[src/rtl/dma_tc_pkg.sv]
package dma_tc_pkg;
   typedef enum logic [1:0] {
      TC_IDLE  = 2'd0,
      TC_WAIT  = 2'd1,
      TC_PULSE = 2'd2
   } tc_state_e;
endpackage

[src/rtl/dma_tc_ack_detect.sv]
module dma_tc_ack_detect #(
   parameter int SYNC_STAGES = 2
) (
   input  logic clk,
   input  logic rst_n,
   input  logic strobe_n,
   output logic fall_evt
);
   logic [SYNC_STAGES-1:0] sync_q;
   logic                   last_q;

   always_ff @(posedge clk or negedge rst_n) begin
      if (!rst_n) begin
         sync_q <= '1;
         last_q <= 1'b1;
      end else begin
         sync_q <= {sync_q[SYNC_STAGES-2:0], strobe_n};
         last_q <= sync_q[SYNC_STAGES-1];
      end
   end

   assign fall_evt = last_q & ~sync_q[SYNC_STAGES-1];
endmodule

[src/rtl/dma_tc_req_delay.sv]
module dma_tc_req_delay #(
   parameter int DEPTH = 8
) (
   input  logic clk,
   input  logic rst_n,
   input  logic d,
   output logic q
);
   generate
      if (DEPTH == 0) begin : g_wire
         assign q = d;
      end else if (DEPTH == 1) begin : g_one
         logic r_q;
         always_ff @(posedge clk or negedge rst_n) begin
            if (!rst_n) r_q <= 1'b0;
            else        r_q <= d;
         end
         assign q = r_q;
      end else begin : g_chain
         logic [DEPTH-1:0] sh_q;
         always_ff @(posedge clk or negedge rst_n) begin
            if (!rst_n) sh_q <= '0;
            else        sh_q <= {sh_q[DEPTH-2:0], d};
         end
         assign q = sh_q[DEPTH-1];
      end
   endgenerate
endmodule

[src/rtl/dma_tc_timer.sv]
module dma_tc_timer
   import dma_tc_pkg::*;
#(
   parameter int DLY = 144,
   parameter int WID = 4
) (
   input  logic clk,
   input  logic rst_n,
   input  logic start,
   input  logic abort,
   output logic pulse
);
   localparam int SPAN = (DLY > WID) ? DLY : WID;
   localparam int TW   = $clog2(SPAN + 1);

   tc_state_e      st_q;
   logic [TW-1:0]  tmr_q;

   always_ff @(posedge clk or negedge rst_n) begin
      if (!rst_n) begin
         st_q  <= TC_IDLE;
         tmr_q <= '0;
      end else if (abort) begin
         st_q  <= TC_IDLE;
         tmr_q <= '0;
      end else begin
         unique case (st_q)
            TC_IDLE: begin
               if (start) begin
                  st_q  <= TC_WAIT;
                  tmr_q <= TW'(DLY - 1);
               end
            end
            TC_WAIT: begin
               if (tmr_q == '0) begin
                  st_q  <= TC_PULSE;
                  tmr_q <= TW'(WID - 1);
               end else begin
                  tmr_q <= tmr_q - 1'b1;
               end
            end
            TC_PULSE: begin
               if (tmr_q == '0) st_q <= TC_IDLE;
               else             tmr_q <= tmr_q - 1'b1;
            end
            default: st_q <= TC_IDLE;
         endcase
      end
   end

   assign pulse = (st_q == TC_PULSE);
endmodule

[src/rtl/dma_tc_gen.sv]
module dma_tc_gen #(
   parameter int CNT_W     = 16,
   parameter int TC_DELAY  = 144,
   parameter int TC_WIDTH  = 4,
   parameter int REQ_DELAY = 8
) (
   input  logic             clk,
   input  logic             rst_n,
   input  logic             reg_we,
   input  logic             reg_addr,
   input  logic [CNT_W-1:0] reg_wdata,
   input  logic             cnt_clr,
   input  logic             tc_en,
   input  logic             dack_n,
   input  logic             drq_in,
   output logic             drq_out,
   output logic             tc,
   output logic [CNT_W-1:0] cnt_q
);
   localparam int SYNC_STAGES = 2;

   generate
      if (CNT_W < 2)     begin : g_bad_w   $error("CNT_W must be at least 2");    end
      if (TC_DELAY < 1)  begin : g_bad_dly $error("TC_DELAY must be at least 1"); end
      if (TC_WIDTH < 1)  begin : g_bad_wid $error("TC_WIDTH must be at least 1"); end
      if (REQ_DELAY < 0) begin : g_bad_req $error("REQ_DELAY must not be negative"); end
   endgenerate

   logic [CNT_W-1:0] max_q;
   logic             frozen_q;
   logic             ack_evt;
   logic             sw_touch;
   logic [CNT_W-1:0] cnt_nxt;
   logic             hit;
   logic             step;
   logic             tc_raw;

   dma_tc_ack_detect #(.SYNC_STAGES(SYNC_STAGES)) u_ack (
      .clk      (clk),
      .rst_n    (rst_n),
      .strobe_n (dack_n),
      .fall_evt (ack_evt)
   );

   assign sw_touch = cnt_clr | (reg_we & reg_addr);
   assign cnt_nxt  = cnt_q + CNT_W'(1);
   assign hit      = (cnt_nxt == max_q) && (max_q != '0);
   assign step     = ack_evt & ~frozen_q & ~sw_touch;

   always_ff @(posedge clk or negedge rst_n) begin
      if (!rst_n) begin
         cnt_q    <= '0;
         max_q    <= '0;
         frozen_q <= 1'b0;
      end else begin
         if (reg_we && !reg_addr) max_q <= reg_wdata;
         if (cnt_clr) begin
            cnt_q    <= '0;
            frozen_q <= 1'b0;
         end else if (reg_we && reg_addr) begin
            cnt_q    <= reg_wdata;
            frozen_q <= 1'b0;
         end else if (step) begin
            cnt_q <= cnt_nxt;
            if (hit) frozen_q <= 1'b1;
         end
      end
   end

   dma_tc_timer #(.DLY(TC_DELAY), .WID(TC_WIDTH)) u_tmr (
      .clk   (clk),
      .rst_n (rst_n),
      .start (step & hit),
      .abort (sw_touch),
      .pulse (tc_raw)
   );

   assign tc = tc_raw & tc_en;

   dma_tc_req_delay #(.DEPTH(REQ_DELAY)) u_req (
      .clk   (clk),
      .rst_n (rst_n),
      .d     (drq_in),
      .q     (drq_out)
   );
endmodule

[config.mk]
export PLATFORM = sky130hd
export DESIGN_NAME = dma_tc_gen
export DESIGN_NICKNAME = d
export VERILOG_FILES = /design/src/rtl/dma_tc_pkg.sv /design/src/rtl/dma_tc_ack_detect.sv /design/src/rtl/dma_tc_req_delay.sv /design/src/rtl/dma_tc_timer.sv /design/src/rtl/dma_tc_gen.sv
export SDC_FILE = /design/constraint.sdc
export NUM_CORES = 1
export LEC_CHECK = 0
export BUFFER_PORTS_ARGS = -buffer_cell sky130_fd_sc_hd__buf_2
export CAP_MARGIN = 10
export CORE_ASPECT_RATIO = 1.2
export CORE_UTILIZATION = 35
export CTS_BUF_LIST = sky130_fd_sc_hd__clkbuf_8
export CTS_CLUSTER_SIZE = 25
export DETAILED_ROUTE_END_ITERATION = 12
export SLEW_MARGIN = 20
export SYNTH_ARGS = -nofsm -noshare
export SYNTH_HDL_FRONTEND = slang
export SYNTH_HIERARCHICAL = 1
export SYNTH_SLANG_ARGS = --single-unit
[constraint.sdc]
create_clock -name clk -period 4.3 [get_ports clk]
set_input_delay 0 -clock clk [delete_from_list [all_inputs] [get_ports clk]]
set_output_delay 0 -clock clk [all_outputs]
set_load 0.1 [all_outputs]
* Word level (Yosys, flattened, before mapping)
Index checks and enable logic that the tools add are counted.
** Operators by class
- Equality and inequality tests :: 7
- $add $sub $neg :: 2
- Mux-type cells :: 17
- Bitwise logic cells :: 10
- Reductions and logical operators :: 13
** Operators by type and width (count)
- $mux W16 :: 3
- $mux W8 :: 4
- $pmux W8 S3 :: 1
- $add A16 B1 Y16 const B :: 1
- $eq A16 B16 Y1 :: 1
- $reduce_bool A16 Y1 :: 1
- $ne A3 B2 Y1 const B :: 3
- $logic_not A8 Y1 :: 1
- $mux W2 :: 4
- $sub A8 B1 Y8 const B :: 1
- $and A1 B1 Y1 :: 6
- $pmux W2 S3 :: 1
- $reduce_and A3 Y1 :: 2
- $reduce_bool A3 Y1 :: 2
- $mux W1 :: 4
- $reduce_bool A4 Y1 :: 1
- $logic_and A1 B1 Y1 :: 3
- $ne A3 B3 Y1 const B :: 1
- $not A1 Y1 :: 3
- $eq A2 B1 Y1 const B :: 1
- $eq A2 B2 Y1 const B :: 1
- $logic_not A2 Y1 :: 1
- $reduce_and A2 Y1 :: 1
- $logic_not A1 Y1 :: 1
- $or A1 B1 Y1 :: 1
** Storage, ports and cells
- Output and inout port bits :: 18
- Bits of input ports :: 24
- Logic and storage cells :: 57
- Flip-flop bits (word level) :: 54

* Logic depth before layout (Yosys ltp)
Gate-level depths: netlist (run 1).
- Depth in word-level cells :: 8
- Gate-level depth with buffers :: 12
- Depth with buffers taken out :: 12

* Cells and area by module
Netlist (run 1), hierarchy kept.
** By module, submodules not included
- dma_tc_gen :: area each 2159.6 µm², sequential area each 825.8 µm², times used 1, cells an instance 227
- dma_tc_timer :: area each 696.9 µm², sequential area each 250.2 µm², times used 1, cells an instance 84
- dma_tc_req_delay :: area each 200.2 µm², sequential area each 200.2 µm², times used 1, cells an instance 8
- dma_tc_ack_detect :: area each 92.6 µm², sequential area each 78.8 µm², times used 1, cells an instance 4

* Least setup slack after synthesis (run 1)
No wires, ideal clock.
- Path type :: register to register
- Start point :: register cnt_q[0]
- End point :: register u_tmr.tmr_q[7]
- Period minus slack after synthesis :: 3.681 ns
- Arrival :: 3.599 ns
- Path buffers :: 0
- Library setup time :: 0.082 ns
- Path slack :: 0.619 ns
- Stages on the path, launching flop included :: 13
- Path through :: dfrtp_1 > ha_1 > nand4_2 > or2_4 > xnor2_1 > o2111ai_1 > or3_4 > nor3_1 > nand2b_1 > o21ai_0 > a21oi_1 > nand2b_1 > a31oi_1
** Between the ends
- Longest elaborated chain between the ends :: 6
** Ends and longest elaborated chain
- start, declared :: line dma_tc_gen.sv:18 : output logic [CNT_W-1:0] cnt_q
- start signal, assigned :: line dma_tc_gen.sv:61 : cnt_q <= reg_wdata;
- start signal, assigned :: line dma_tc_gen.sv:64 : cnt_q <= cnt_nxt;
- $add A16 B1 Y16 :: line dma_tc_gen.sv:46 : assign cnt_nxt = cnt_q + CNT_W'(1);
- $eq A16 B16 Y1 :: line dma_tc_gen.sv:47 : assign hit = (cnt_nxt == max_q) && (max_q != '0);
- $logic_and A1 B1 Y1 :: line dma_tc_gen.sv:47
- $and A1 B1 Y1 :: line dma_tc_gen.sv:73 : .start (step & hit),
- $ne A3 B2 Y1 (no source line)
- $reduce_and A3 Y1 (no source line)
- end signal, assigned :: line dma_tc_timer.sv:37 : tmr_q <= TW'(WID - 1);
- end signal, assigned :: line dma_tc_timer.sv:39 : tmr_q <= tmr_q - 1'b1;
- end signal, assigned :: line dma_tc_timer.sv:44 : else tmr_q <= tmr_q - 1'b1;
- end, declared :: line dma_tc_timer.sv:17 : logic [TW-1:0] tmr_q;
Every way passes these cells.
A chain may end at the register's enable or synchronous reset.

* Worst setup path in the final report (run 1)
Same ends and word-level chain as after synthesis.

==> impl_metrics.csv, run 1 <==
group,metric,value,unit
outcome,status,"complete, no violations",
synthesis,ys_types,55,
floorplanning,die_h,105.9,um
timing,fmax,274.8,MHz
pwr,cellPowerDensity,313.9,nW/um2
cells_and_area,diodes,0,
synthesis,synth-async-reset-ratio,1.000,
synthesis,synthCells,323,
timing,skew,0.009294,ns
critical_path,cp_max_fo,6,
synthesis,yosys-top-cells-area,"dfrtp_1 (41%), xnor2_1 (6.1%), mux2_2 (5.7%), nor2_1 (3.2%), nand2_1 (2.9%)",
clock_network,cts_max_path_buffers,2,
pwr,clkPwrFrac,0.263,
placed_design,hpwl,5284,um
timing,slew_viol_final,0,
detailed_routing,drc,0,
detailed_routing,first_iter_violations,165,
pwr,seqPwrFrac,0.515,
clock_network,clkSinkCount,54,
timing,finalSetupViolations,0,
cells_and_area,nets,406,
critical_path,critPathKind,"flip-flop to flip-flop",
placed_design,dp_slack,0.7223,ns
clock_network,cts_tree,"built",
detailed_routing,drt_pass1_iterations,4,
critical_path,startpoint_type,"flip-flop",
grt,grt_pass1_wl,12750,um
clock_network,insertion_delay,0.31,ns
detailed_routing,via_per_inst,5.255,
synthesis,syn_area_per_cell,9.750,um2
pwr,p_switching,0.3872,mW
floorplanning,fp.dieW,88.59,um
clock_network,h-tree-depth,2,
timing,fin_ws,0.6616,ns
placed_design,gp_congestion,0.8876,
run,cap_viol_max_count,0,
grt,track_usage,0.1746,
floorplanning,fp-row-count,37,
cells_and_area,area_growth,17.64,%
timing,final.min_clock_period,3.638,ns
synthesis,yosysTopAreaCell,"dfrtp_1",
floorplanning,core-area,8657,um2
cells_and_area,drive_gt1_frac,0.2308,
critical_path,reg2reg_depth,12,
pwr,p_sw_frac,0.3329,
detailed_routing,ant_nets,0,
hold_path,worstHoldPathType,"primary input to flip-flop",
detailed_routing,finalWirelength,7425,um
floorplanning,initial_core_util,0.3638,
timing,maxSlewHeadroom,0.4210,
synthesis,yosysWarnings,6,
detailed_routing,avgRoutedWirePerCell,15.03,um
pwr,leakage,1.514,nW
floorplanning,dieArea,9383,um2
critical_path,crit_path_end_kind,"flip-flop",
grt,overflow,0,
synthesis,ys_ff_latch,54,
synthesis,synth_area,3149,um2
floorplanning,pin_count,42,
clock_network,cts.clk_slew.worst_paths,0.10,ns
critical_path,arrival,3.87,ns
synthesis,synth_nets,353,
critical_path,crit_required,4.53,ns
timing,post-route-period-util,0.8461,
pwr,peakVddDrop,148.2,uV
timing,worstMarginPinSlew,0.8685,ns
grt,antenna_found_initial,0,
clock_network,cts_buffers,5,
grt,grt_pass1_vias,2524,
timing,hold_viol_final,0,
synthesis,yosys_most_used_dff,"dfrtp_1",
synthesis,seq_area_frac_synth,0.4303,
detailed_routing,vias,2596,
synthesis,synth.top_cell.area_share,0.4052,
grt,grt_max_degree,55,
timing,rsz0062_at_grt,"no",
placed_design,port_buffers,41,
timing,fin_tns_setup,0,ns
clock_network,post_cts_resized,0,
hold_path,hold_depth,4,
synthesis,synth_edf_count,0,
pwr,p_int,0.7759,mW
pwr,p_comb_frac,0.222,
clock_network,cts_root_buffer,"clkbuf_8",
==> final timing paths <==
check                                       from               endpoint  slack (ns)
setup / recovery                        cnt_q[0]         u_tmr/tmr_q[7]        0.66
hold / removal                          reg_addr              cnt_q[15]        0.09
setup reg to reg                        cnt_q[0]         u_tmr/tmr_q[7]        0.66
hold reg to reg            u_req/g_chain.sh_q[4]  u_req/g_chain.sh_q[5]        0.36
max in group asynchronous                  rst_n              max_q[14]        3.46
min in group asynchronous                  rst_n               cnt_q[1]        0.36
==> cell families (layout without fill, tap and decap cells) <==
| family | after synthesis | count (layout) | synth area share |
|---|---|---|---|
| mux | 16 | 16 | 0.05721 |
| buf+inv | 24 | 78 | 0.04291 |
| simple gates | 127 | 127 | 0.2233 |
| xor+xnor | 31 | 31 | 0.08621 |
| compound gates | 65 | 65 | 0.1363 |
| fa+ha+maj | 6 | 6 | 0.02384 |
| flops | 54 | 54 | 0.4303 |
==> worst max-delay path, stage by stage, from the launching register on <==
cell and delay (ns):
dfrtp_1 0.50, ha_1 0.35, nand4_2 0.21, nor4_1 0.56
xnor2_1 0.18, o22ai_1 0.08, nand4b_1 0.29, nor3_1 0.27
nand2b_1 0.27, o21ai_0 0.24, a21oi_1 0.32, nand2b_1 0.12
a31oi_1 0.16
==> sequential cells by signal, summed over array words and instances, names as in the netlist <==
register	count
u_ack/last_q	1
u_tmr/tmr_q	8
u_ack/sync_q	2
max_q	16
u_tmr/st_q	2
u_req/g_chain.sh_q	8
frozen_q	1
cnt_q	16
==> cell usage after synthesis (all sizes together), types with 3 or more instances <==
cell type  number
nor2           27
o22ai           5
dfstp           3
nand2b          8
a311oi          6
ha              6
a21oi          10
xor2            9
a21o            3
a211oi         10
mux2           16
clkbuf         11
nor2b           7
dfrtp          51
inv             7
nand4           6
or2             4
nor4            7
nor3           13
nand3          11
a31oi           3
nand2          25
or4             3
or3             7
o211ai          3
xnor2          22
buf             6
o21ai          17
==> metal layers <==
metal | global-route usage | up-vias | wire length [um] | share of wire
met4 | 0.04147 | 0 | 72 | 0.0097
met1 | 0.2429 | 1272 | 3374 | 0.45
met2 | 0.2830 | 53 | 3740 | 0.50
met3 | 0.02640 | 6 | 238 | 0.032
met5 | 0 | - | 0 | 0
li1 | - | 1265 | - | -
==> cells in the final DEF, fill, tap and decap left out, types with 3 or more instances in the layout <==
| master | instances |
|---|---|
| a31oi_1 | 3 |
| o21ai_0 | 14 |
| nand4_1 | 3 |
| inv_1 | 6 |
| o211ai_1 | 3 |
| nor2_1 | 27 |
| nand2b_1 | 8 |
| or3_1 | 4 |
| o22ai_1 | 5 |
| a21oi_1 | 10 |
| buf_4 | 3 |
| nor3_1 | 13 |
| ha_1 | 6 |
| nand2_1 | 24 |
| dlygate4sd3_1 | 19 |
| xor2_1 | 9 |
| xnor2_1 | 22 |
| dfrtp_1 | 51 |
| clkbuf_8 | 6 |
| a311oi_1 | 6 |
| nor4_1 | 6 |
| nand4_2 | 3 |
| mux2_2 | 16 |
| dfstp_2 | 3 |
| nor2b_1 | 6 |
| nand3_1 | 11 |
| a211oi_1 | 10 |
| buf_2 | 41 |
| a21o_1 | 3 |
| o21ai_1 | 3 |
==> stage by stage <==
step           utilization  area (um2)  instances  hold slack [ns]  total power [mW]
6_report            0.4280        3705        494          0.09257             1.163
5_1_grt             0.4280        3705        494          0.09751             1.235
4_1_cts             0.4280        3705        494          0.08360             1.185
3_5_place_dp        0.3944        3415        467           0.1090            0.8557
3_3_place_gp        0.3944        3415        467           0.1078            0.8519
2_1_floorplan            -        3149        323          -0.2956            0.7877
==> final cells by class <==
cell class                      instances  area [um2]
Fill cell                             886        4952
Clock inverter                          2       17.52
Timing Repair Buffer                   63       417.9
Clock buffer                            6       82.58
Sequential cell                        54        1355
Multi-Input combinational cell        245        1659
Inverter                                7       26.28
Tap cell                              117       146.4
==> timing repair <==
item / 4_1_cts / 5_1_grt
hold endpoints to repair: 85 / 0
buffers inserted: 0 / 0
hold buffers: 19 / 0
==> power groups by stage <==
stage,clock [mW],combinational (mW),sequential [mW]
floorplan,0,0.122,0.665
global placement,0,0.244,0.608
detailed placement,0,0.247,0.609
CTS,0.325,0.261,0.599
global route,0.348,0.281,0.606
finish,0.306,0.258,0.598
Note: power is estimated with default switching activity, not from simulation.
==> run 2, diff against run 1 <==
==> constraint.sdc (replaced) <==
create_clock -name clk -period 3.1 [get_ports clk]
set_input_delay 0 -clock clk [delete_from_list [all_inputs] [get_ports clk]]
set_output_delay 0 -clock clk [all_outputs]
set_load 0.1 [all_outputs]
==> run 2 against run 1 <==
Core utilization rose by 2.1 points. Critical path depth shrank 1. Sequential share of layout area down 1.1 points. Die area is the same. Design area is 4.8% higher. First-iteration DRC count down 7.9%. Largest cell class unchanged.
==> impl_metrics.csv, run 2 (synthesized netlist as in run 1, its figures left out) <==
group,metric,value,unit
outcome,status,"complete, no violations",
detailed_routing,avgRoutedWirePerCell,15.14,um
timing,hold_viol_final,0,
floorplanning,core-area,8657,um2
critical_path,arrival,3.23,ns
pwr,p_comb_frac,0.227,
placed_design,hpwl,5476,um
timing,final.min_clock_period,2.973,ns
critical_path,reg2reg_depth,11,
timing,fmax,336.3,MHz
critical_path,r2r_start,"cnt_q[1]",
hold_path,worstHoldPathType,"primary input to flip-flop",
clock_network,insertion_delay,0.31,ns
placed_design,gp_congestion,0.9608,
floorplanning,dieArea,9383,um2
grt,track_usage,0.1753,
timing,fin_ws,0.1268,ns
detailed_routing,finalWirelength,7647,um
critical_path,r2r_end,"u_tmr/tmr_q[4]",
timing,maxSlewHeadroom,0.4108,
critical_path,crit_path_end_kind,"flip-flop",
grt,grt_pass1_vias,2637,
timing,worstMarginPinSlew,0.8839,ns
grt,grt_max_degree,33,
clock_network,cts_tree,"built",
cells_and_area,final_cell_mix,"buf_2 (41), dfrtp_1 (39), nor2_1 (27)",
grt,overflow,0,
grt,grt_pass1_wl,12820,um
clock_network,clkSinkCount,54,
detailed_routing,via_per_inst,5.226,
critical_path,critPathKind,"flip-flop to flip-flop",
detailed_routing,first_iter_violations,152,
pwr,peakVddDrop,231.4,uV
floorplanning,pin_count,42,
run,cap_viol_max_count,0,
cells_and_area,final_common_cell,"buf_2",
pwr,cellPowerDensity,421.0,nW/um2
cells_and_area,nets,417,
placed_design,dp_slack,0.07378,ns
pwr,p_switching,0.5472,mW
critical_path,cp-startpoint,"cnt_q[1]",
critical_path,ff2ff_setup_slack,0.13,ns
cells_and_area,largest_registers,"cnt_q x16, max_q x16",
cells_and_area,final_area,3882,um2
cells_and_area,diodes,0,
pwr,p_total,1.635,mW
clock_network,cts_buffers,5,
detailed_routing,vias,2639,
grt,antenna_found_initial,0,
clock_network,h-tree-depth,2,
cells_and_area,area_growth,23.28,%
critical_path,startpoint_type,"flip-flop",
detailed_routing,drc,0,
pwr,clkPwrFrac,0.262,
hold_path,min-delay-start,"reg_addr",
pwr,seqPwrFrac,0.511,
clock_network,cts_max_path_buffers,2,
clock_network,cts_root_buffer,"clkbuf_8",
floorplanning,initial_core_util,0.3638,
cells_and_area,drive_gt1_frac,0.3041,
floorplanning,fp-row-count,37,
timing,post-route-period-util,0.9591,
pwr,p_sw_frac,0.3348,
detailed_routing,ant_nets,0,
cells_and_area,fin_util,0.4485,
pwr,p_int,1.087,mW
floorplanning,fp.dieW,88.59,um
timing,finalSetupViolations,0,
critical_path,cp_max_fo,5,
critical_path,crit_required,3.36,ns
placed_design,port_buffers,41,
detailed_routing,drt_pass1_iterations,4,
timing,fin_hold_ws,0.08567,ns
cells_and_area,nFillCells,853,
timing,slew_viol_final,0,
clock_network,cts.clk_slew.worst_paths,0.10,ns
timing,skew,0.01003,ns
floorplanning,die_h,105.9,um
placed_design,place_area,3533,um2
critical_path,critPathCapture,"u_tmr/tmr_q[4]",
pwr,leakage,1.578,nW
[run 2: worst max-delay path, cell delays in order (launching register included)]
cell and delay (ns):
dfrtp_4 0.53, ha_4 0.29, xnor2_1 0.12, nand2_1 0.06, or4_1 0.49, or3_4 0.42, nor3_4 0.20, nand2b_4 0.18
o211ai_1 0.13, nor3_2 0.31, nand3_1 0.12, nand3_1 0.09
[run 2: worst min-delay path by stage]
| stage | to | slack, ns | cells past startpoint |
|---|---|---|---|
| final | cnt_q[15] | 0.09 | 4 |
| after global routing | cnt_q[15] | 0.11 | 4 |
| after CTS | cnt_q[15] | 0.08 | 4 |
| after detailed placement | u_tmr/st_q[1] | -0.02 | 1 |
| after global placement | cnt_q[0] | -0.02 | 1 |
| after floorplan | cnt_q[10] | -0.30 | 0 |
[run 2: repair_timing]
item,CTS,global route
hold buffers,19,0
setup buffers,0,2
hold endpoints to repair,50,0
setup endpoints to repair,0,8
resized for setup,0,8
[run 2: cell type report]
type / count / area, um2 / area share
Multi-Input combinational cell: 245 / 1732 / 0.4460
Sequential cell: 54 / 1378 / 0.3548
Timing Repair Buffer: 74 / 500.5 / 0.1289
Tap cell: 117 / 146.4 / 0.03771
Clock buffer: 6 / 82.58 / 0.02127
Inverter: 7 / 26.28 / 0.006768
Clock inverter: 2 / 17.52 / 0.004512
[run 2: layer usage]
| layer | wire (um) | track usage | vias up |
|---|---|---|---|
| met5 | 0 | 0 | - |
| met4 | 82 | 0.04378 | 0 |
| met3 | 270 | 0.02329 | 9 |
| met2 | 3948 | 0.2989 | 54 |
| met1 | 3346 | 0.2321 | 1287 |
| li1 | - | - | 1289 |
[run 2: power by group through the flow]
| stage | logic [mW] | registers, mW | clock network (mW) |
|---|---|---|---|
| 3_3_place_gp | 0.346 | 0.847 | 0 |
| 5_1_grt | 0.401 | 0.844 | 0.470 |
| 4_1_cts | 0.371 | 0.835 | 0.448 |
| 6_report | 0.371 | 0.835 | 0.428 |
| 2_1_floorplan | 0.171 | 0.929 | 0 |
| 3_5_place_dp | 0.351 | 0.848 | 0 |
[run 2: stage by stage]
stage / cells / TNS, ns
after floorplan: 323 / 0
after global placement: 476 / 0
after detailed placement: 476 / 0
after CTS: 503 / 0
after global routing: 505 / -0.03364
final: 505 / 0
==> run 3, diff against run 2 <==
--- a/config.mk
+++ b/config.mk
@@ -5,7 +5,7 @@
 export SDC_FILE = /design/constraint.sdc
 export NUM_CORES = 1
 export LEC_CHECK = 0
-export BUFFER_PORTS_ARGS = -buffer_cell sky130_fd_sc_hd__buf_2
+export BUFFER_PORTS_ARGS = -buffer_cell sky130_fd_sc_hd__buf_4
 export CAP_MARGIN = 10
 export CORE_ASPECT_RATIO = 1.2
 export CORE_UTILIZATION = 35
==> run 3 against run 2 <==
Routed wire length up 0.88%. Die area unchanged. Largest cell class unchanged. Global-route usage up 0.31 points. Core utilization up 0.69 points. Highest routed layer unchanged. Clock power up 1%. Sequential power about the same. Final cell count down 0.40%. Critical endpoint unchanged. Critical path depth up 2. Clock skew about the same. Worst setup slack better by 0.050 ns. Sequential share of layout area down 0.54 points. Count of clock-buffer cells in the layout unchanged.
==> impl_metrics.csv, run 3 (synthesized netlist as in run 1, its figures left out) <==
group,metric,value,unit
outcome,status,"complete, no violations",
cells_and_area,nets,415,
floorplanning,fp-row-count,37,
placed_design,hpwl,5486,um
detailed_routing,via_per_inst,5.219,
grt,grt_max_degree,55,
detailed_routing,avgRoutedWirePerCell,15.34,um
floorplanning,core-area,8657,um2
floorplanning,die_h,105.9,um
cells_and_area,fin_util,0.4554,
timing,fin_ws,0.1770,ns
cells_and_area,drive_gt1_frac,0.2953,
timing,final.min_clock_period,2.923,ns
timing,worstMarginPinSlew,0.8857,ns
cells_and_area,fin_cells,503,
critical_path,crit_required,3.35,ns
critical_path,path_cells,"buf_4, nand4_2, buf_4, o22ai_1, o21ai_1, a311oi_1, o211ai_1, nor3_4, nand2b_4, o211ai_1, nor3_2, nand3_1, nand3_1",
floorplanning,fp.dieW,88.59,um
cells_and_area,area_growth,25.19,%
run,cap_viol_max_count,0,
timing,skew,0.01037,ns
floorplanning,dieArea,9383,um2
pwr,p_total,1.651,mW
timing,fin_hold_ws,0.02369,ns
detailed_routing,vias,2625,
clock_network,clkSinkCount,54,
timing,maxSlewHeadroom,0.4095,
detailed_routing,first_iter_violations,131,
critical_path,worst-path-buf-inv,2,
clock_network,cts_buffers,5,
detailed_routing,finalWirelength,7714,um
timing,fmax,342.1,MHz
cells_and_area,final_area,3943,um2
clock_network,cts_max_path_buffers,2,
detailed_routing,drt_pass1_iterations,4,
critical_path,path_delay_family,"simple AND/OR/NAND/NOR gates",
timing,rsz0062_at_grt,"no",
placed_design,place_area,3621,um2
placed_design,dp.cells,474,
timing,post-route-period-util,0.9429,
placed_design,port_buffers,41,
critical_path,crit_slowest_cell,"dfrtp_4",
grt,overflow,0,
clock_network,h-tree-depth,2,
clock_network,cts_tree,"built",
pwr,cellPowerDensity,418.8,nW/um2
hold_path,worstHoldPathType,"primary input to flip-flop",
detailed_routing,ant_nets,0,
floorplanning,initial_core_util,0.3638,
clock_network,cts_root_buffer,"clkbuf_8",
critical_path,critPathKind,"flip-flop to flip-flop",
detailed_routing,drc,0,
grt,grt_pass1_wl,13120,um
timing,hold_viol_final,0,
placed_design,dp_slack,0.08103,ns
grt,antenna_found_initial,0,
critical_path,startpoint_type,"flip-flop",
floorplanning,pin_count,42,
grt,track_usage,0.1784,
clock_network,cts.clk_slew.worst_paths,0.11,ns
timing,finalSetupViolations,0,
placed_design,gp_congestion,0.9197,
critical_path,crit_path_end_kind,"flip-flop",
pwr,peakVddDrop,222.8,uV
critical_path,arrival,3.18,ns
cells_and_area,final_cell_mix,"buf_4 (53), dfrtp_1 (39), nor2_1 (27)",
critical_path,cp_max_fo,6,
timing,fin_tns_setup,0,ns
cells_and_area,final_common_cell,"buf_4",
timing,slew_viol_final,0,
clock_network,insertion_delay,0.31,ns
cells_and_area,diodes,0,
pwr,leakage,1.573,nW
critical_path,cpPeakStageDelay,0.44,ns
cells_and_area,largest_registers,"cnt_q x16, max_q x16",
grt,grt_pass1_vias,2624,
[run 3: cell types whose count changed in the layout (fill, tap and decap cells not counted)]
cell	change
inv_6	+1
nor4_4	-1
clkinvlp_4	+1
clkinv_4	-2
nor2b_2	-1
a311oi_1	+1
nor2b_1	+1
a311oi_2	-1
nor4_2	+1
nand4_2	+1
nand4_4	-1
buf_2	-41
buf_4	+39
[run 3: timing repair]
action	4_1_cts	5_1_grt
endpoints found under the hold margin	84	0
gates resized for setup	0	4
hold buffers	19	0
buffers inserted	0	2
setup endpoints to repair	0	8
[run 3: layout make-up]
cell class	count	area (um2)
fill	862	4715
multi-input combinational	245	1705
sequential	54	1378
timing repair buffer	72	588.1
tap	117	146.4
clock buffer	6	82.58
inverter	7	26.28
clock inverter	2	16.27
[run 3: report_power, final]
part | total, mW | internal [mW] | switching [mW]
sequential | 0.835 | 0.761 | 0.0739
clock | 0.434 | 0.185 | 0.249
combinational | 0.383 | 0.155 | 0.227
total | 1.65 | 1.10 | 0.550
[run 3: path summary, 6_finish.rpt]
kind,from,endpoint,slack (ns),depth (start not counted)
worst min-delay path,cnt_clr,cnt_q[8],0.02,2
worst min register to register,u_req/g_chain.sh_q[2],u_req/g_chain.sh_q[3],0.36,0
max in group asynchronous,rst_n,cnt_q[5],2.30,2
worst max register to register,cnt_q[0],u_tmr/tmr_q[4],0.18,13
worst max-delay path,cnt_q[0],u_tmr/tmr_q[4],0.18,13
min in group asynchronous,rst_n,cnt_q[12],0.28,2
[run 3: routing by layer]
layer / share of wire / global-route usage / vias to the layer above / wire (um)
li1: - / - / 1286 / -
met1: 0.45 / 0.2443 / 1282 / 3465
met2: 0.51 / 0.2951 / 51 / 3940
met3: 0.032 / 0.02873 / 6 / 250
met4: 0.0074 / 0.03687 / 0 / 57
met5: 0 / 0 / - / 0
